File: src/rtl/sha1_pkg.sv
package sha1_pkg;
  localparam int WORD_W         = 32;
  localparam int BLOCK_WORDS    = 16;
  localparam int BUS_W          = 64;
  localparam int ROUNDS         = 80;
  localparam int N_STAGES       = 4;
  localparam int STAGE_LEN      = ROUNDS / N_STAGES;
  localparam int WORDS_PER_BEAT = BUS_W / WORD_W;
  localparam int BEATS          = BLOCK_WORDS / WORDS_PER_BEAT;
  localparam int RND_W          = $clog2(ROUNDS);
  localparam int BEAT_W         = $clog2(BEATS);
  localparam int DIGEST_W       = 5 * WORD_W;

  localparam logic [DIGEST_W-1:0] IV_DIGEST =
    {32'h67452301, 32'hEFCDAB89, 32'h98BADCFE, 32'h10325476, 32'hC3D2E1F0};

  typedef logic [WORD_W-1:0] word_t;

  // strobes from control to datapath
  typedef struct packed {
    logic       loadIv;
    logic       takeBeat;
    logic       startBlock;
    logic       runRound;
    logic [1:0] stage;
    logic       addChain;
  } ctrl_t;

  function automatic word_t rotl(word_t v, int n);
    return (v << n) | (v >> (WORD_W - n));
  endfunction

  function automatic word_t ivWord(int i);
    return IV_DIGEST[(4-i)*WORD_W +: WORD_W];
  endfunction

  function automatic word_t roundF(logic [1:0] s, word_t x, word_t y, word_t z);
    case (s)
      2'd0:    return (x & y) | (~x & z);
      2'd2:    return (x & y) | (x & z) | (y & z);
      default: return x ^ y ^ z;
    endcase
  endfunction

  function automatic word_t roundK(logic [1:0] s);
    case (s)
      2'd0:    return 32'h5A827999;
      2'd1:    return 32'h6ED9EBA1;
      2'd2:    return 32'h8F1BBCDC;
      default: return 32'hCA62C1D6;
    endcase
  endfunction
endpackage

File: src/rtl/sha1_ctrl.sv
module sha1_ctrl
  import sha1_pkg::*;
(
  input  logic  clk,
  input  logic  rst,
  input  logic  enable,
  input  logic  msgValid,
  input  logic  lastBlock,
  output logic  ready,
  output logic  digestValid,
  output logic  finish,
  output ctrl_t ctrl
);
  typedef enum logic [1:0] {ST_LOAD, ST_RUN, ST_ADD, ST_DONE} state_t;

  state_t            state;
  logic [BEAT_W-1:0] beatCnt;
  logic [RND_W-1:0]  roundCnt;
  logic              lastReg;
  logic              accept;
  logic              finalBeat;

  assign ready     = (state == ST_LOAD);
  assign accept    = msgValid && ready && !enable;
  assign finalBeat = (beatCnt == BEAT_W'(BEATS - 1));

  always_comb begin
    ctrl.loadIv     = enable;
    ctrl.takeBeat   = accept;
    ctrl.startBlock = accept && finalBeat;
    ctrl.runRound   = (state == ST_RUN) && !enable;
    ctrl.addChain   = (state == ST_ADD) && !enable;
    if (roundCnt < RND_W'(STAGE_LEN))          ctrl.stage = 2'd0;
    else if (roundCnt < RND_W'(2 * STAGE_LEN)) ctrl.stage = 2'd1;
    else if (roundCnt < RND_W'(3 * STAGE_LEN)) ctrl.stage = 2'd2;
    else                                       ctrl.stage = 2'd3;
  end

  always_ff @(posedge clk) begin
    if (rst) begin
      state       <= ST_LOAD;
      beatCnt     <= '0;
      roundCnt    <= '0;
      lastReg     <= 1'b0;
      digestValid <= 1'b0;
      finish      <= 1'b0;
    end else begin
      finish <= 1'b0;
      if (enable) begin
        state       <= ST_LOAD;
        beatCnt     <= '0;
        roundCnt    <= '0;
        digestValid <= 1'b0;
      end else begin
        case (state)
          ST_LOAD: if (accept) begin
            if (finalBeat) begin
              beatCnt  <= '0;
              lastReg  <= lastBlock;
              roundCnt <= '0;
              state    <= ST_RUN;
            end else begin
              beatCnt <= beatCnt + 1'b1;
            end
          end
          ST_RUN: begin
            if (roundCnt == RND_W'(ROUNDS - 1)) begin
              roundCnt <= '0;
              state    <= ST_ADD;
            end else begin
              roundCnt <= roundCnt + 1'b1;
            end
          end
          ST_ADD: begin
            if (lastReg) begin
              state       <= ST_DONE;
              digestValid <= 1'b1;
              finish      <= 1'b1;
            end else begin
              state <= ST_LOAD;
            end
          end
          default: ;
        endcase
      end
    end
  end
endmodule

File: src/rtl/sha1_datapath.sv
module sha1_datapath
  import sha1_pkg::*;
(
  input  logic                clk,
  input  logic                rst,
  input  ctrl_t               ctrl,
  input  logic [BUS_W-1:0]    msgData,
  output logic [DIGEST_W-1:0] digest
);
  word_t win [BLOCK_WORDS];
  word_t wk  [5];
  word_t hs  [5];
  word_t nextW;
  word_t tSum;

  // next schedule word, 16 ahead of win[0]
  assign nextW = rotl(win[13] ^ win[8] ^ win[2] ^ win[0], 1);
  assign tSum  = rotl(wk[0], 5) + roundF(ctrl.stage, wk[1], wk[2], wk[3])
               + wk[4] + win[0] + roundK(ctrl.stage);

  always_ff @(posedge clk) begin
    if (ctrl.takeBeat) begin
      for (int i = 0; i < BLOCK_WORDS - WORDS_PER_BEAT; i++)
        win[i] <= win[i + WORDS_PER_BEAT];
      for (int j = 0; j < WORDS_PER_BEAT; j++)
        win[BLOCK_WORDS - WORDS_PER_BEAT + j] <= msgData[BUS_W - 1 - j*WORD_W -: WORD_W];
    end else if (ctrl.runRound) begin
      for (int i = 0; i < BLOCK_WORDS - 1; i++)
        win[i] <= win[i + 1];
      win[BLOCK_WORDS - 1] <= nextW;
    end
  end

  always_ff @(posedge clk) begin
    if (ctrl.startBlock) begin
      for (int i = 0; i < 5; i++) wk[i] <= hs[i];
    end else if (ctrl.runRound) begin
      wk[0] <= tSum;
      wk[1] <= wk[0];
      wk[2] <= rotl(wk[1], 30);
      wk[3] <= wk[2];
      wk[4] <= wk[3];
    end
  end

  always_ff @(posedge clk) begin
    if (rst || ctrl.loadIv) begin
      for (int i = 0; i < 5; i++) hs[i] <= ivWord(i);
    end else if (ctrl.addChain) begin
      for (int i = 0; i < 5; i++) hs[i] <= hs[i] + wk[i];
    end
  end

  for (genvar g = 0; g < 5; g++) begin : g_digest
    assign digest[(4-g)*WORD_W +: WORD_W] = hs[g];
  end
endmodule

File: src/rtl/sha1_core.sv
module sha1_core
  import sha1_pkg::*;
(
  input  logic                clk,
  input  logic                rst,
  input  logic                enable,
  input  logic                msgValid,
  input  logic [BUS_W-1:0]    msgData,
  input  logic                lastBlock,
  output logic                ready,
  output logic                digestValid,
  output logic [DIGEST_W-1:0] digest,
  output logic                finish
);
  ctrl_t ctrl;

  sha1_ctrl i_ctrl (
    .clk(clk), .rst(rst), .enable(enable), .msgValid(msgValid),
    .lastBlock(lastBlock), .ready(ready), .digestValid(digestValid),
    .finish(finish), .ctrl(ctrl)
  );

  sha1_datapath i_dp (
    .clk(clk), .rst(rst), .ctrl(ctrl), .msgData(msgData), .digest(digest)
  );
endmodule

File: config.mk
export PLATFORM = sky130hd
export DESIGN_NAME = sha1_core
export DESIGN_NICKNAME = d
export VERILOG_FILES = /design/src/rtl/sha1_pkg.sv /design/src/rtl/sha1_ctrl.sv /design/src/rtl/sha1_datapath.sv /design/src/rtl/sha1_core.sv
export SDC_FILE = /design/constraint.sdc
export NUM_CORES = 2
export LEC_CHECK = 0
export BUFFER_PORTS_ARGS = -buffer_cell sky130_fd_sc_hd__buf_4
export CAP_MARGIN = 25
export CELL_PAD_IN_SITES_DETAIL_PLACEMENT = 1
export CELL_PAD_IN_SITES_GLOBAL_PLACEMENT = 1
export CORE_MARGIN = 1
export CORE_UTILIZATION = 52
export CTS_BUF_LIST = sky130_fd_sc_hd__clkbuf_4
export DETAILED_ROUTE_END_ITERATION = 16
export PLACE_DENSITY = 0.8
export SETUP_SLACK_MARGIN = 0.3
export SLEW_MARGIN = 0
export SYNTH_ARGS = -nofsm -noshare
export SYNTH_HDL_FRONTEND = slang
export SYNTH_SLANG_ARGS = --single-unit
File: constraint.sdc
create_clock -name clk -period 19.55 [get_ports clk]
set_input_delay 0.9775 -clock clk [delete_from_list [all_inputs] [get_ports clk]]
set_output_delay 0.9775 -clock clk [all_outputs]
set_load 0.005 [all_outputs]
==> summary.txt <==
Global routing
  – Vias in the first global route: 37106
  – Largest net degree at the start of global routing: 187
  – Initial antenna violation count: 2
  – First-pass GRT wire length: 223 mm
  – Overall Global Routing Usage: 31.4%
  – Global route overflow: 0

Floorplan
  – IO Count: between 200 and 250
  – Initial Util: 52.7%
  – Die width: around 310 µm
  – Area of the die: 94600 µm²
  – Die Span Y: about 310 µm
  – Num rows: 111
  – Core ar.: 92100 µm²

Synthesis
  – Mux cell area share after synthesis: between 8 and 9%
  – Post-synthesis compound-gate area fraction: about a tenth
  – Synth top area cells: edfxtp_1, mux2_2, nand2_1
  – Main combinational cell family by area after synthesis: simple AND/OR/NAND/NOR gates
  – Post-synthesis sequential area ratio: 52.1%
  – Syn Area/Cell: 11.2 µm²
  – Synth area leader: edfxtp_1
  – Synth Instances: 4352
  – Number of synthesized flops with an enable pin: 832
  – Yosys warnings: 0
  – Synth Area in Simple Gates: a little under an eighth
  – Synth unique cells: 83
  – Adder-cell share of the synthesized area: 10.4%
  – Syn Nets: 4750
  – Post-synth top area share: 51.4%
  – Top FF cell, synth: edfxtp_1
  – Seq cells post-synth: 847
  – Synth async-reset ratio: 0%
  – Synth Area in XOR/XNOR: 4.31%
  – Mapped Area: 48600 µm²

Clock network
  – Root buf cell: clkbuf_4
  – CTS Buf Count: 223
  – Clock slew seen by the registers of the worst setup and hold paths: 0.06 ns
  – # resized after CTS: 0
  – CTS tree: done
  – CTS Sinks: 847
  – Skew-Pair Late Insertion Delay: approximately 1.1 ns
  – H-tree levels: 4
  – Clock buffer depth: 3

Hold path
  – Class of the worst hold path: primary input to flip-flop

STA
  – Rel. slew slack: 22.8%
  – Hold slack: ~0.13 ns
  – Highest Clock Rate: 120 MHz
  – Setup TNS Final: 0 ns
  – Layout Skew: between 0.05 and 0.06 ns
  – Setup violators final: 0
  – Hold Vio Cnt, Final: 0
  – Slew Limit Fails: 0
  – Final period util: 42.5%
  – Unrepaired setup endpoints after global routing: no
  – Final min period: 8.31 ns
  – Final worst slack: 11.24 ns
  – Worst-Margin Slew: roughly 1.1 ns

Place
  – Setup WS pre-CTS: 11.52 ns
  – HPWL Detailed: 108 mm
  – Routability cong.: ~0.99
  – I/O Buffers: 231

Route
  – DRT Pass-1 Iters: 5
  – DRT antenna net count: 0
  – Total number of vias: 35330
  – # DRC: 0
  – Starting DRT DRC Count: about 2700
  – Routed WL: 149 mm
  – Vias per cell: roughly 5.8
  – Routed WL per cell: 24.3 µm

Flow run
  – MaxCap Viol Count: 0

Power
  – Static Leak: between 20 and 25 nW
  – Int Power: a little over 3 mW
  – Switching Fraction: between 20% and 30%
  – Logic pwr share: 7.5%
  – Sw Pwr: 1.02 mW
  – Reg power frac: 51.8%
  – VDD IR max: 0.0000504 V
  – Pwr Density: 74.3 nW/µm²
  – Clk network pwr share: approximately two fifths

Setup path
  – Critical-path top delay cell: clkinv_1
  – CP Launch Type: flip-flop
  – Crit Path Category: flip-flop to flip-flop
  – CP peak stage delay: 0.84 ns
  – Critical Path, Cell by Cell: o21ai_1 -> a221o_2 -> buf_4 -> inv_1 -> ha_1 -> clkinv_1 -> o22ai_1 -> nor2_1 -> a21oi_1 -> fa_1 -> fa_1 -> inv_1 -> fa_1 -> inv_1 -> ha_1 -> a2111o_1 -> o21ai_0 -> o21ai_1 -> o2111ai_1 -> nand3_1 -> a31oi_1 -> xnor2_1 -> o21ai_0
  – CP bufs+invs: 5
  – Kind of cell adding the most delay to the critical path: compound AO/OA/AOI/OAI gates
  – CP Max Fanout: 61
  – Req. time, crit path: around 20 ns
  – WP data arrival: 9.13 ns
  – Reg2reg setup slack: 11.24 ns
  – Worst setup EP type: flip-flop

Cells and area
  – Commonest non-fill, non-tap cell in the layout: nand2_1
  – Final nets: 5079
  – Area growth from synthesis to layout: 12.5%
  – Share of layout cells above drive strength 1: 20.4%
  – Fin util: approximately 59%
  – Filler Cells Inserted: 9763
  – Area of the multi-input gates: 21600 µm²
  – Reg area: about 25000 µm²
  – Highest-count cells in the layout ignoring fill and taps: nand2_1, edfxtp_1, clkbuf_4

Run status
  – Outcome: finished clean
[power groups by stage]
stage	sequential [mW]	clock (mW)	combinational, mW
finish	2.10	1.65	0.305
global placement	2.14	0	0.286
global route	2.11	1.76	0.337
detailed placement	2.14	0	0.299
CTS	2.10	1.69	0.304
floorplan	2.15	0	0.206
[routing by layer]
| layer | share of wire (%) | global-route usage [%] |
|---|---|---|
| met5 | 0.013 | 0 |
| met4 | 5.1 | 15.7 |
| met3 | 5.6 | 5.99 |
| met2 | 49 | 52.7 |
| met1 | 40 | 38.7 |
[final timing paths]
check                                                      from                             end  cells after the start
worst max-delay path            i_ctrl.roundCnt[5]$_SDFFE_PP0P_        i_dp.wk[0][29]$_DFFE_PP_                     23
worst min-delay path                                msgData[39]       i_dp.win[14][7]$_DFFE_PP_                      3
worst max register to register  i_ctrl.roundCnt[5]$_SDFFE_PP0P_        i_dp.wk[0][29]$_DFFE_PP_                     23
worst min register to register   i_ctrl.beatCnt[1]$_SDFFE_PP0P_  i_ctrl.beatCnt[1]$_SDFFE_PP0P_                      2
[synthesized netlist by cell type, types with 15 or more instances]
| cell | instances |
|---|---|
| ha_1 | 204 |
| nor2_1 | 156 |
| o22ai_1 | 25 |
| xor2_1 | 69 |
| o21bai_1 | 16 |
| mux2i_1 | 32 |
| edfxtp_1 | 832 |
| fa_1 | 125 |
| nand4_1 | 16 |
| dfxtp_1 | 15 |
| inv_1 | 303 |
| mux2_2 | 324 |
| a21o_1 | 81 |
| or3_1 | 18 |
| and3_1 | 24 |
| a211oi_1 | 28 |
| a21oi_1 | 163 |
| clkbuf_1 | 142 |
| nand2b_1 | 29 |
| o21ai_0 | 260 |
| a31oi_1 | 17 |
| xnor2_1 | 170 |
| nor2b_1 | 15 |
| nand2_1 | 941 |
| o21a_1 | 29 |
| nor3_1 | 66 |
| nand3_1 | 47 |
[worst min-delay path: cells and delay by family]
kind	cells	cell delay, ns
buffers and inverters	1	0.08
and+or+nand+nor	2	0.09
[layout make-up]
| cell class | count | share of cell area [%] |
|---|---|---|
| Clock inverter | 49 | 0.588 |
| Tap cell | 1243 | 2.85 |
| Sequential cell | 847 | 46.3 |
| Clock buffer | 352 | 4.83 |
| Antenna cell | 3 | 0.0137 |
| Multi-Input combinational cell | 3040 | 39.5 |
| Inverter | 304 | 2.09 |
| Timing Repair Buffer | 265 | 3.86 |
[kinds of logic (layout without fill, tap and decap cells)]
group / count (synthesis) / count (layout)
buffers and inverters: 465 / 970
xor gates and xnor gates: 239 / 239
other: 0 / 3
and+or+nand+nor: 1369 / 1369
adders and majority gates: 329 / 329
muxes: 356 / 356
AOI/OAI and AO/OA: 747 / 747
DFF: 847 / 847
[what timing repair did]
action,in CTS,in global routing
hold buffers,2,0
endpoints found under the hold margin,2,0
endpoints found under the setup margin,0,0
buffers inserted,0,0
[metrics by stage]
step	cell area, µm²	power, mW	std cells
final	54700	4.06	6103
after global routing	54700	4.21	6102
after CTS	54500	4.09	6094
after detailed placement	51500	2.44	5691
after global placement	51500	2.42	5691
after floorplan	48600	2.36	4352
[sequential cells by signal, summed over array words and instances (netlist names)]
signal and cells:
i_ctrl.beatCnt 3, i_ctrl.digestValid 1, i_ctrl.finish 1, i_ctrl.lastReg 1
i_ctrl.roundCnt 7, i_ctrl.state 2, i_dp.hs 160, i_dp.win 512
i_dp.wk 160
(Power assumes the default switching activity.)
